## config.mk

```make
export PLATFORM = sky130hd
export DESIGN_NAME = host_cmd_if
export DESIGN_NICKNAME = d
export VERILOG_FILES = /design/src/rtl/host_cmd_if.sv
export SDC_FILE = /design/constraint.sdc
export NUM_CORES = 1
export LEC_CHECK = 0
export BUFFER_PORTS_ARGS = -buffer_cell sky130_fd_sc_hd__buf_2
export CORE_UTILIZATION = 52
export DETAILED_ROUTE_END_ITERATION = 10
export PLACE_DENSITY = 0.78
export RECOVER_POWER = 100
export SETUP_SLACK_MARGIN = 0.02
export SYNTH_ARGS = -nofsm -noshare
export SYNTH_HDL_FRONTEND = slang
export SYNTH_SLANG_ARGS = --single-unit
```

## constraint.sdc

```tcl
create_clock -name clk -period 1.7 [get_ports clk]
set_input_delay 0.255 -clock clk [delete_from_list [all_inputs] [get_ports clk]]
set_output_delay 0.255 -clock clk [all_outputs]
set_load 0.01 [all_outputs]
```

## src/rtl/host_cmd_if.sv

```systemverilog
module host_cmd_if (
  input  logic       clk,
  input  logic       rst_n,
  input  logic       mode_serial,
  input  logic       cs_n,
  input  logic       wr_n,
  input  logic       rd_n,
  input  logic [7:0] pin_in,
  input  logic [3:0] ch_busy,
  input  logic [3:0] ch_ncr,
  output logic [7:0] pin_out,
  output logic [7:0] pin_oe,
  output logic       cmd_valid,
  output logic [7:0] cmd_byte
);

  logic       cs_m, cs_s, cs_d;
  logic       wr_m, wr_s, rd_m, rd_s;
  logic [7:0] pin_m, pin_s;
  logic       sck_d, wr_d;
  logic       edge_pol;
  logic [2:0] bit_cnt;
  logic [6:0] sh_in;
  logic [3:0] st_sh;

  always_ff @(posedge clk or negedge rst_n)
    if (!rst_n) begin
      cs_m <= 1'b1; cs_s <= 1'b1; cs_d <= 1'b1;
      wr_m <= 1'b1; wr_s <= 1'b1;
      rd_m <= 1'b1; rd_s <= 1'b1;
      pin_m <= '0; pin_s <= '0;
    end else begin
      cs_m <= cs_n;   cs_s <= cs_m;  cs_d <= cs_s;
      wr_m <= wr_n;   wr_s <= wr_m;
      rd_m <= rd_n;   rd_s <= rd_m;
      pin_m <= pin_in; pin_s <= pin_m;
    end

  wire sel_on   = !cs_s;
  wire cs_fall  = !cs_s && cs_d;
  wire sck      = pin_s[6];
  wire sdi      = pin_s[7];
  wire sck_rise = sck && !sck_d;
  wire sck_fall = !sck && sck_d;
  wire act_edge = mode_serial && sel_on && !cs_fall && (edge_pol ? sck_fall : sck_rise);
  wire wr_act   = !mode_serial && sel_on && !wr_s;
  wire rd_act   = sel_on && !rd_s;
  wire wr_go    = wr_act && !wr_d;

  always_ff @(posedge clk or negedge rst_n)
    if (!rst_n) begin
      sck_d <= 1'b0; wr_d <= 1'b0;
      edge_pol <= 1'b0; bit_cnt <= '0; sh_in <= '0; st_sh <= '0;
      cmd_valid <= 1'b0; cmd_byte <= '0;
    end else begin
      sck_d <= sck;
      wr_d  <= wr_act;
      cmd_valid <= 1'b0;
      if (!sel_on || !mode_serial) begin
        bit_cnt <= '0;
      end else if (cs_fall) begin
        edge_pol <= sck;
        bit_cnt  <= '0;
        st_sh    <= {ch_busy[0], ch_busy[1], ch_busy[2], ch_busy[3]};
      end else if (act_edge) begin
        sh_in   <= {sh_in[5:0], sdi};
        st_sh   <= {st_sh[2:0], 1'b0};
        bit_cnt <= bit_cnt + 3'd1;
        if (bit_cnt == 3'd7) begin
          cmd_valid <= 1'b1;
          cmd_byte  <= {sh_in, sdi};
        end
      end
      if (wr_go) begin
        cmd_valid <= 1'b1;
        cmd_byte  <= pin_s;
      end
    end

  always_comb begin
    pin_out = '0;
    pin_oe  = '0;
    if (mode_serial) begin
      pin_out[3:0] = pin_s[4] ? ch_busy : ch_ncr;
      pin_oe[3:0]  = 4'hF;
      pin_out[5]   = st_sh[3];
      pin_oe[5]    = rd_act;
    end else if (rd_act && !wr_act && wr_s) begin
      pin_out = {ch_busy, ch_ncr};
      pin_oe  = 8'hFF;
    end
  end

  assert_oe_shape_R1: assert property (@(posedge clk) disable iff (!rst_n)
    mode_serial |-> (pin_oe[3:0] == 4'hF && pin_oe[7:6] == 2'b00 && !pin_oe[4]));

  assert_par_oe_R1: assert property (@(posedge clk) disable iff (!rst_n)
    !mode_serial |-> (pin_oe == 8'h00 || pin_oe == 8'hFF));

  assert_cs_quiet_R2: assert property (@(posedge clk) disable iff (!rst_n)
    cs_s |=> !cmd_valid);

  assert_single_pulse_R3: assert property (@(posedge clk) disable iff (!rst_n)
    cmd_valid |=> !cmd_valid);

  assert_abort_clear_R7: assert property (@(posedge clk) disable iff (!rst_n)
    cs_s |=> (bit_cnt == 3'd0));

  assert_snap_hold_R8: assert property (@(posedge clk) disable iff (!rst_n)
    (mode_serial && sel_on && !cs_fall && !act_edge) |=> $stable(st_sh));

endmodule

```

==> results of run 1 <==
## final cells by class
cell class	count	area, µm²	share of cell area [%]
sequential	49	1240	52.4
multi-input combinational	81	651	27.6
timing repair buffer	56	328	13.9
clock buffer	7	76.3	3.23
tap	46	57.6	2.44
clock inverter	1	7.51	0.318
inverter	1	3.75	0.159
## power by group through the flow
stage	Clock [mW]	Combinational, mW	Sequential (mW)
after floorplan	0	0.191	1.39
after global placement	0	0.330	1.38
after detailed placement	0	0.346	1.39
after CTS	0.663	0.352	1.37
after global routing	0.715	0.374	1.38
final	0.642	0.335	1.37
## kinds of logic after synthesis
logic type	after synthesis
and+or+nand+nor	33
adders and majority gates	2
buffers and inverters	11
AOI/OAI and AO/OA	20
DFF	49
xor gates and xnor gates	1
muxes	25
## worst max-delay path: stages, from the launching register on
cell and delay [ns]:
dfstp_2 0.54, buf_6 0.12, nor4b_4 0.04, buf_6 0.14
a22o_1 0.20, buf_2 0.13
## cell usage in the layout, fill, tap and decap left out, types with 2 or more instances in the layout
cell type	n
nor2_1	12
o21ai_0	4
buf_4	4
ha_1	2
dfrtp_1	41
nor3_1	2
mux2_2	5
nand2b_1	2
nand2_1	8
mux2i_1	13
buf_2	34
a21oi_1	8
dfstp_2	7
mux2_4	7
buf_6	5
and2_1	3
clkbuf_1	13
a22o_1	5
clkbuf_8	5
## per-stage QoR
step	instances	setup WS (ns)	TNS, ns
finish	241	-0.0272	-0.102
CTS	240	-0.0440	-0.257
global placement	230	0.0892	0
global route	241	-0.124	-1.42
floorplan	141	0.116	0
detailed placement	230	0.0576	0
## path summary, 6_finish.rpt
path | startpoint | to | slack (ns) | cells after the start
max | cs_s | pin_out[1] | -0.03 | 5
min | cs_n | cs_m | 0.05 | 1
max reg2reg | pin_s[6] | sh_in[0] | 0.18 | 4
min reg2reg | pin_m[6] | pin_s[6] | 0.35 | 0
max in group asynchronous | rst_n | wr_m | 0.18 | 3
min in group asynchronous | rst_n | st_sh[3] | 0.66 | 2
## metal layers
metal | track usage, % | vias to the layer above | share of wire (%)
li1 | - | 586 | -
met3 | 6.70 | 4 | 3.9
met4 | 6.98 | 0 | 0.92
met1 | 22.1 | 594 | 42
met5 | 0 | - | 0
met2 | 32.9 | 27 | 53
## state kept, by name, summed over array words and instances, names as in the netlist, 3 cells and up
| name | cells |
|---|---|
| cmd_byte | 8 |
| st_sh | 4 |
| bit_cnt | 3 |
| pin_m | 8 |
| pin_s | 8 |
| sh_in | 7 |
## timing repair
| item | in CTS | in global routing |
|---|---|---|
| gates resized for setup | 4 | 3 |
| pin swaps | 4 | 0 |
| cloned | 0 | 0 |
| buffers inserted | 2 | 1 |
| hold buffers | 1 | 0 |
| setup endpoints to repair | 11 | 10 |
| endpoints found under the hold margin | 20 | 0 |
==> run_results.csv, run 1 <==
group,metric,value,unit
outcome,status,"complete, but fails checks",
outcome,failed_checks,"setup timing",
cts,clkTransAtPathRegs,0.08,ns
cts,numCtsBuffers,5,
cts,cts_sinks,49,
die,die_w,63.2,µm
layout,drive_gt1_share,39.0,%
sta,hold_viol,0,
synthesis,synth_top_family_by_area,"multiplexers",
drt,final_antenna_net_count,0,
layout,final_core_util,68.0,%
synthesis,synth_edf_count,0,
power_and_ir_drop,power.share.clock,27.4,%
power_and_ir_drop,p_leak,1.22,nW
die,ios,47,
placed_design,dp_hpwl,2370,µm
sta,final_max_slew_viol_count,0,
drt,drt-pass1-iter-count,4,
drt,vias_per_cell,5.02,
drt,drcViolationCount,0,
setup_path,critPathMaxFanout,10,
setup_path,critPathKind,"reg2out",
global_routing,grt-ovfl-total,0,
synthesis,synth_area_leader_cell,"dfrtp_1",
synthesis,ys.flop_type,"dfrtp_1",
drt,wl,3160,µm
setup_path,worstPathArrival,1.47,ns
global_routing,grt_first_pass_wirelength,5690,µm
synthesis,ys_types,29,
cts,clkLatencyLatePin,0.30,ns
cts,clockRootBuffer,"clkbuf_8",
synthesis,synth-simple-area-share,9.27,%
synthesis,syn_area,1940,µm²
drt,wl_per_cell,13.1,µm
global_routing,track_usage,19.2,%
cts,clock_path_buffers,2,
setup_path,required,1.44,ns
hold_path,hp-class,"in2reg",
setup_path,endpoint_kind,"output pin",
job,cap_violations,0,
sta,tightest_slew,1.07,ns
synthesis,ys_ff_latch,49,
drt,vias,1211,
synthesis,synthAdderAreaFrac,1.29,%
synthesis,synth-seq-area-share,63.5,%
drt,drt_iter0_markers,41,
cts,htree_num_levels,2,
synthesis,ys_warn_count,0,
sta,slew_headroom,28.5,%
synthesis,yosys-top-cells-count,"dfrtp_1, mux2i_1, nor2_1, a21oi_1, nand2_1",
synthesis,synth_xor_area_share,0.450,%
synthesis,synth_cells,141,
die,die_h,63.2,µm
sta,max_freq,0.579,GHz
cts,cts_tree,"built",
power_and_ir_drop,p_seq_share,58.3,%
layout,nFillCells,258,
global_routing,antenna_found_initial,0,
placed_design,place_congestion,0.773,
layout,area_growth,21.4,%
synthesis,synth_mux_area_share,15.0,%
power_and_ir_drop,p_sw,589,µW
die,rows,21,
global_routing,grt_pass1_vias,1286,
setup_path,start_kind,"flip-flop",
layout,final_cell_area,2360,µm²
die,core-area,3470,µm²
synthesis,synth_compound_area_share,6.56,%
sta,period_needed,1.73,ns
power_and_ir_drop,total_power,2.34,mW
power_and_ir_drop,switching_share,25.1,%
global_routing,grt_start_max_net_pins,30,
power_and_ir_drop,intPower,1.75,mW
placed_design,dpl_cell_area,2250,µm²
sta,fin_crit_sh,102,%
synthesis,async_flop_share,100,%
layout,antenna_cells,0,
power_and_ir_drop,ir_worst_vdd,0.649,mV
sta,final.setup.worst_slack,-0.0272,ns
synthesis,synth_fp_nets,165,
synthesis,avgSynthCellArea,13.8,µm²
die,start_util,56.1,%
sta,rsz0062_at_grt,"true",
synthesis,yosysMostFrequentCell,"dfrtp_1",
power_and_ir_drop,power_frac_comb,14.3,%
synthesis,synthTopCellsByArea,"dfrtp_1, dfstp_2, mux2i_1",
layout,fin_nets,218,
power_and_ir_drop,power-per-cell-area,993,nW/µm²
sta,timing.hold.ws,0.0502,ns
sta,finalClockSkew,0.00382,ns
die,dieArea,3990,µm²
placed_design,port-buffer-count,46,
synthesis,synth_top_area_share,54.1,%
sta,setup_viol,7,
(Power assumes the default switching activity.)
==> run 2: changes to the inputs <==
Settings changed: CAP_MARGIN from default to 20, RECOVER_POWER 100 to 25.
==> run_results.csv, run 2 (synthesis results as in run 1) <==
group,metric,value,unit
setup_path,r2r_cells,4,
drt,drt-pass1-iter-count,4,
die,ios,47,
placed_design,dp_hpwl,2370,µm
drt,final_antenna_net_count,0,
drt,vias,1209,
die,die_h,63.2,µm
layout,mostFrequentLayoutCells,"buf_2, dfrtp_1, mux2i_1, nor2_1",
cts,clockRootBuffer,"clkbuf_8",
sta,period_needed,1.73,ns
drt,vias_per_cell,5.02,
setup_path,critPathKind,"reg2out",
power_and_ir_drop,switching_share,25.0,%
sta,fin_crit_sh,102,%
setup_path,path_buf_inv,3,
layout,mostFrequentLayoutCell,"buf_2",
cts,cts_tree,"built",
layout,reg_top3,"cmd_byte (8), pin_m (8), pin_s (8)",
power_and_ir_drop,p_leak,1.25,nW
global_routing,antenna_found_initial,0,
sta,slew_headroom,24.8,%
global_routing,grt_start_max_net_pins,30,
die,rows,21,
placed_design,port-buffer-count,46,
sta,fin_tns_setup,-0.103,ns
setup_path,endpoint_kind,"output pin",
setup_path,required,1.44,ns
setup_path,worstSetupPathDepth,5,
power_and_ir_drop,p_sw,588,µW
job,cap_violations,0,
power_and_ir_drop,power_frac_comb,14.8,%
layout,antenna_cells,0,
sta,rsz0062_at_grt,"true",
sta,tightest_slew,1.13,ns
layout,drive_gt1_share,44.1,%
outcome,status,"complete, but fails checks",
layout,fin_nets,218,
sta,final_max_slew_viol_count,0,
cts,cts_sinks,49,
setup_path,critPathSlowestCell,"dfstp_2",
layout,finalNonFillerCells,241,
layout,area_growth,22.6,%
cts,htree_num_levels,2,
setup_path,worstPathArrival,1.47,ns
global_routing,grt_first_pass_wirelength,5690,µm
drt,drt_iter0_markers,31,
setup_path,crit_top_cell,"buf_6",
power_and_ir_drop,ir_worst_vdd,0.651,mV
die,dieArea,3990,µm²
placed_design,pre_cts_slack,0.0576,ns
sta,finalClockSkew,0.00374,ns
drt,wl_per_cell,13.1,µm
die,start_util,56.1,%
sta,final.setup.worst_slack,-0.0273,ns
setup_path,critPathMaxStageDelay,0.54,ns
sta,setup_viol,7,
layout,final_cell_area,2380,µm²
cts,clock_path_buffers,2,
hold_path,hp-class,"in2reg",
drt,wl,3150,µm
cts,clkTransAtPathRegs,0.08,ns
sta,max_freq,0.579,GHz
outcome,failed_checks,"setup timing",
global_routing,grt-ovfl-total,0,
setup_path,critPathMaxFanout,10,
drt,drcViolationCount,0,
power_and_ir_drop,power.share.clock,27.2,%
cts,numCtsBuffers,5,
placed_design,dp.cells,230,
power_and_ir_drop,p_seq_share,58.0,%
placed_design,place_congestion,0.773,
power_and_ir_drop,power-per-cell-area,988,nW/µm²
power_and_ir_drop,intPower,1.77,mW
global_routing,grt_pass1_vias,1286,
hold_path,min_path_cells,1,
global_routing,track_usage,19.2,%
setup_path,crit_family,"flip-flops",
die,die_w,63.2,µm
cts,clkLatencyLatePin,0.30,ns
power_and_ir_drop,total_power,2.36,mW
placed_design,dpl_cell_area,2250,µm²
sta,hold_viol,0,
setup_path,start_kind,"flip-flop",
setup_path,cp_cell_sequence,"buf_6, nor4b_4, buf_6, a22o_1, buf_2",
die,core-area,3470,µm²
## run 2: power groups by stage
stage | clock network (mW) | registers [mW] | logic, mW
CTS | 0.663 | 1.37 | 0.352
finish | 0.642 | 1.37 | 0.348
global placement | 0 | 1.38 | 0.330
floorplan | 0 | 1.39 | 0.191
global route | 0.715 | 1.38 | 0.388
detailed placement | 0 | 1.39 | 0.346
## run 2: worst paths after layout
path / startpoint / to / slack (ns)
max: cs_s / pin_out[1] / -0.03
min: cs_n / cs_m / 0.05
max reg2reg: pin_s[6] / sh_in[0] / 0.18
min reg2reg: pin_m[6] / pin_s[6] / 0.35
max in group asynchronous: rst_n / rd_m / 0.22
min in group asynchronous: rst_n / st_sh[3] / 0.69
## run 2: worst register-to-register path, stage by stage, from the launching register on
cell	delay [ns]
dfrtp_1	0.42
and3b_1	0.31
nor2_2	0.06
or2_4	0.31
mux2_4	0.31
## run 2: layer usage
metal	GRT usage [%]	wire length (µm)	up-vias
li1	-	-	586
met1	22.1	1330	592
met2	32.9	1680	27
met3	6.70	118	4
met4	6.98	29	0
met5	0	0	-
## run 2: final cells by class
type                    count  area [µm²]
clock buffers               7        76.3
clock inverters             1        7.51
fillers                   256        1080
inverters                   1        3.75
multi-input cells          81         651
flip-flops and latches     49        1240
well taps                  46        57.6
repair buffers             56         352
## run 2: through the flow
step                      util, %  hold slack [ns]
after detailed placement     64.8            0.236
final                        68.7           0.0501
after floorplan                 -          -0.0406
after global placement       64.8            0.232
after CTS                    68.0           0.0358
after global routing         68.7           0.0272
## run 2: repair_timing
action / in CTS / in global routing
endpoints found under the hold margin: 20 / 0
gates resized for setup: 4 / 3
pin swaps: 4 / 0
setup buffers: 2 / 1
endpoints found under the setup margin: 11 / 10
hold buffers: 1 / 0
==> run 3: changes to the inputs <==
Settings changed: CORE_ASPECT_RATIO from default to 1.75, HOLD_SLACK_MARGIN from default to 0.12.
==> run_results.csv, run 3 (synthesis results as in run 1) <==
group,metric,value,unit
outcome,status,"complete, but fails checks",
outcome,failed_checks,"setup timing",
cts,clockRootBuffer,"clkbuf_8",
setup_path,critPathSlowestCell,"dfstp_2",
global_routing,antenna_found_initial,0,
hold_path,hp-class,"in2reg",
setup_path,r2r_cells,5,
job,cap_violations,0,
setup_path,critPathMaxStageDelay,0.54,ns
global_routing,grt-ovfl-total,0,
drt,drcViolationCount,0,
setup_path,worstPathArrival,1.58,ns
hold_path,worstHoldStart,"ch_busy[3]",
power_and_ir_drop,p_leak,1.32,nW
drt,drt_iter0_markers,11,
sta,setup_viol,10,
layout,final_cell_area,2530,µm²
setup_path,crit_top_cell,"buf_2",
drt,vias,1260,
power_and_ir_drop,ir_worst_vdd,1.12,mV
hold_path,hold_end,"st_sh[0]",
sta,finalClockSkew,0.00722,ns
sta,slew_headroom,44.9,%
placed_design,place_congestion,0.725,
setup_path,worstSetupPathDepth,4,
die,rows,29,
layout,drive_gt1_share,43.6,%
placed_design,dpl_cell_area,2250,µm²
die,core-area,3590,µm²
layout,mostFrequentLayoutCells,"dfrtp_1, buf_2, mux2i_1, nor2_1, dlygate4sd3_1",
setup_path,critPathMaxFanout,4,
die,die_w,48.2,µm
die,die_h,82.9,µm
setup_path,r2r-start,"edge_pol",
global_routing,grt_start_max_net_pins,18,
placed_design,port-buffer-count,46,
cts,clkTransAtPathRegs,0.08,ns
setup_path,r2r_end,"cmd_byte[5]",
die,ios,47,
sta,max_freq,0.545,GHz
setup_path,endpoint_kind,"output pin",
setup_path,path_buf_inv,2,
die,start_util,54.1,%
setup_path,required,1.44,ns
hold_path,min_path_cells,3,
layout,fin_nets,234,
sta,period_needed,1.84,ns
global_routing,grt_pass1_vias,1272,
setup_path,start_kind,"flip-flop",
setup_path,ff2ff_setup_slack,0.13,ns
sta,final_max_slew_viol_count,0,
global_routing,grt_first_pass_wirelength,5350,µm
setup_path,critPathKind,"reg2out",
cts,clock_path_buffers,2,
cts,cts_sinks,49,
placed_design,dp_hpwl,2380,µm
layout,antenna_cells,0,
setup_path,crit_family,"flip-flops",
sta,hold_viol,0,
sta,final.setup.worst_slack,-0.136,ns
sta,fin_tns_setup,-0.906,ns
cts,numCtsBuffers,5,
global_routing,track_usage,18.7,%
drt,final_antenna_net_count,0,
layout,area_growth,30.2,%
power_and_ir_drop,power-per-cell-area,957,nW/µm²
die,dieArea,4000,µm²
cts,clkLatencyLatePin,0.30,ns
layout,reg_top3,"cmd_byte (8), pin_m (8), pin_s (8)",
drt,wl_per_cell,13.1,µm
cts,htree_num_levels,2,
drt,drt-pass1-iter-count,4,
sta,rsz0062_at_grt,"true",
drt,vias_per_cell,4.90,
setup_path,cp_cell_sequence,"nor4b_4, buf_2, a22o_1, buf_2",
cts,cts_tree,"built",
drt,wl,3370,µm
placed_design,pre_cts_slack,0.0563,ns
sta,tightest_slew,0.826,ns
sta,fin_crit_sh,108,%
-- run 3: cell count changes in the layout (fill, tap and decap cells not counted), sizes merged --
| cell | delta |
|---|---|
| dlygate4sd3 | +11 |
| buf | +5 |
| clkbuf | -2 |
| clkinvlp | +1 |
| inv | +1 |
-- run 3: cell type report --
cell class / count / area, µm²
flip-flops and latches: 49 / 1230
fillers: 272 / 1060
repair buffers: 72 / 493
inverters: 1 / 3.75
clock buffers: 5 / 68.8
clock inverters: 3 / 26.3
multi-input cells: 81 / 647
well taps: 46 / 57.6
-- run 3: repair_timing --
| action | in CTS | in global routing |
|---|---|---|
| resized for setup | 5 | 4 |
| pin swaps | 7 | 1 |
| buffers inserted | 3 | 1 |
| cloned | 1 | 0 |
| setup endpoints to repair | 11 | 17 |
| endpoints found under the hold margin | 25 | 0 |
| hold buffers | 12 | 0 |
-- run 3: how the worst max path moves through the flow --
| stage | start | end | slack (ns) |
|---|---|---|---|
| 6_report | wr_s | pin_out[2] | -0.14 |
| 5_1_grt | wr_s | pin_out[2] | -0.21 |
| 4_1_cts | cs_s | pin_out[1] | -0.07 |
| 3_5_place_dp | cs_s | sh_in[2] | 0.06 |
| 3_3_place_gp | cs_s | sh_in[0] | 0.08 |
| 2_1_floorplan | cs_s | sh_in[0] | 0.12 |
-- run 3: worst min-delay path: cells and delay by family --
kind | cells | cell delay, ns
simple gates | 1 | 0.05
compound gates | 1 | 0.07
buf+inv | 1 | 0.11
-- run 3: layer usage --
layer | part of all wire [%] | track usage, % | up-vias
li1 | - | - | 616
met1 | 37 | 20.8 | 618
met2 | 58 | 31.6 | 21
met3 | 2.6 | 4.57 | 5
met4 | 2.0 | 7.58 | 0
met5 | 0 | 0 | -
-- run 3: power by group --
| part | internal, mW | switching, mW | leakage [nW] |
|---|---|---|---|
| clock network | 0.299 | 0.385 | 0.0423 |
| registers | 1.29 | 0.0755 | 0.586 |
| logic | 0.206 | 0.166 | 0.693 |
-- run 3: metrics by stage --
| step | total power [mW] | utilization, % | cells | hold slack, ns |
|---|---|---|---|---|
| final | 2.42 | 70.5 | 257 | 0.216 |
| after global placement | 1.71 | 62.6 | 232 | 0.173 |
| after detailed placement | 1.74 | 62.6 | 232 | 0.182 |
| after global routing | 2.54 | 70.5 | 257 | 0.225 |
| after CTS | 2.45 | 69.9 | 256 | 0.204 |
| after floorplan | 1.58 | - | 141 | -0.0406 |
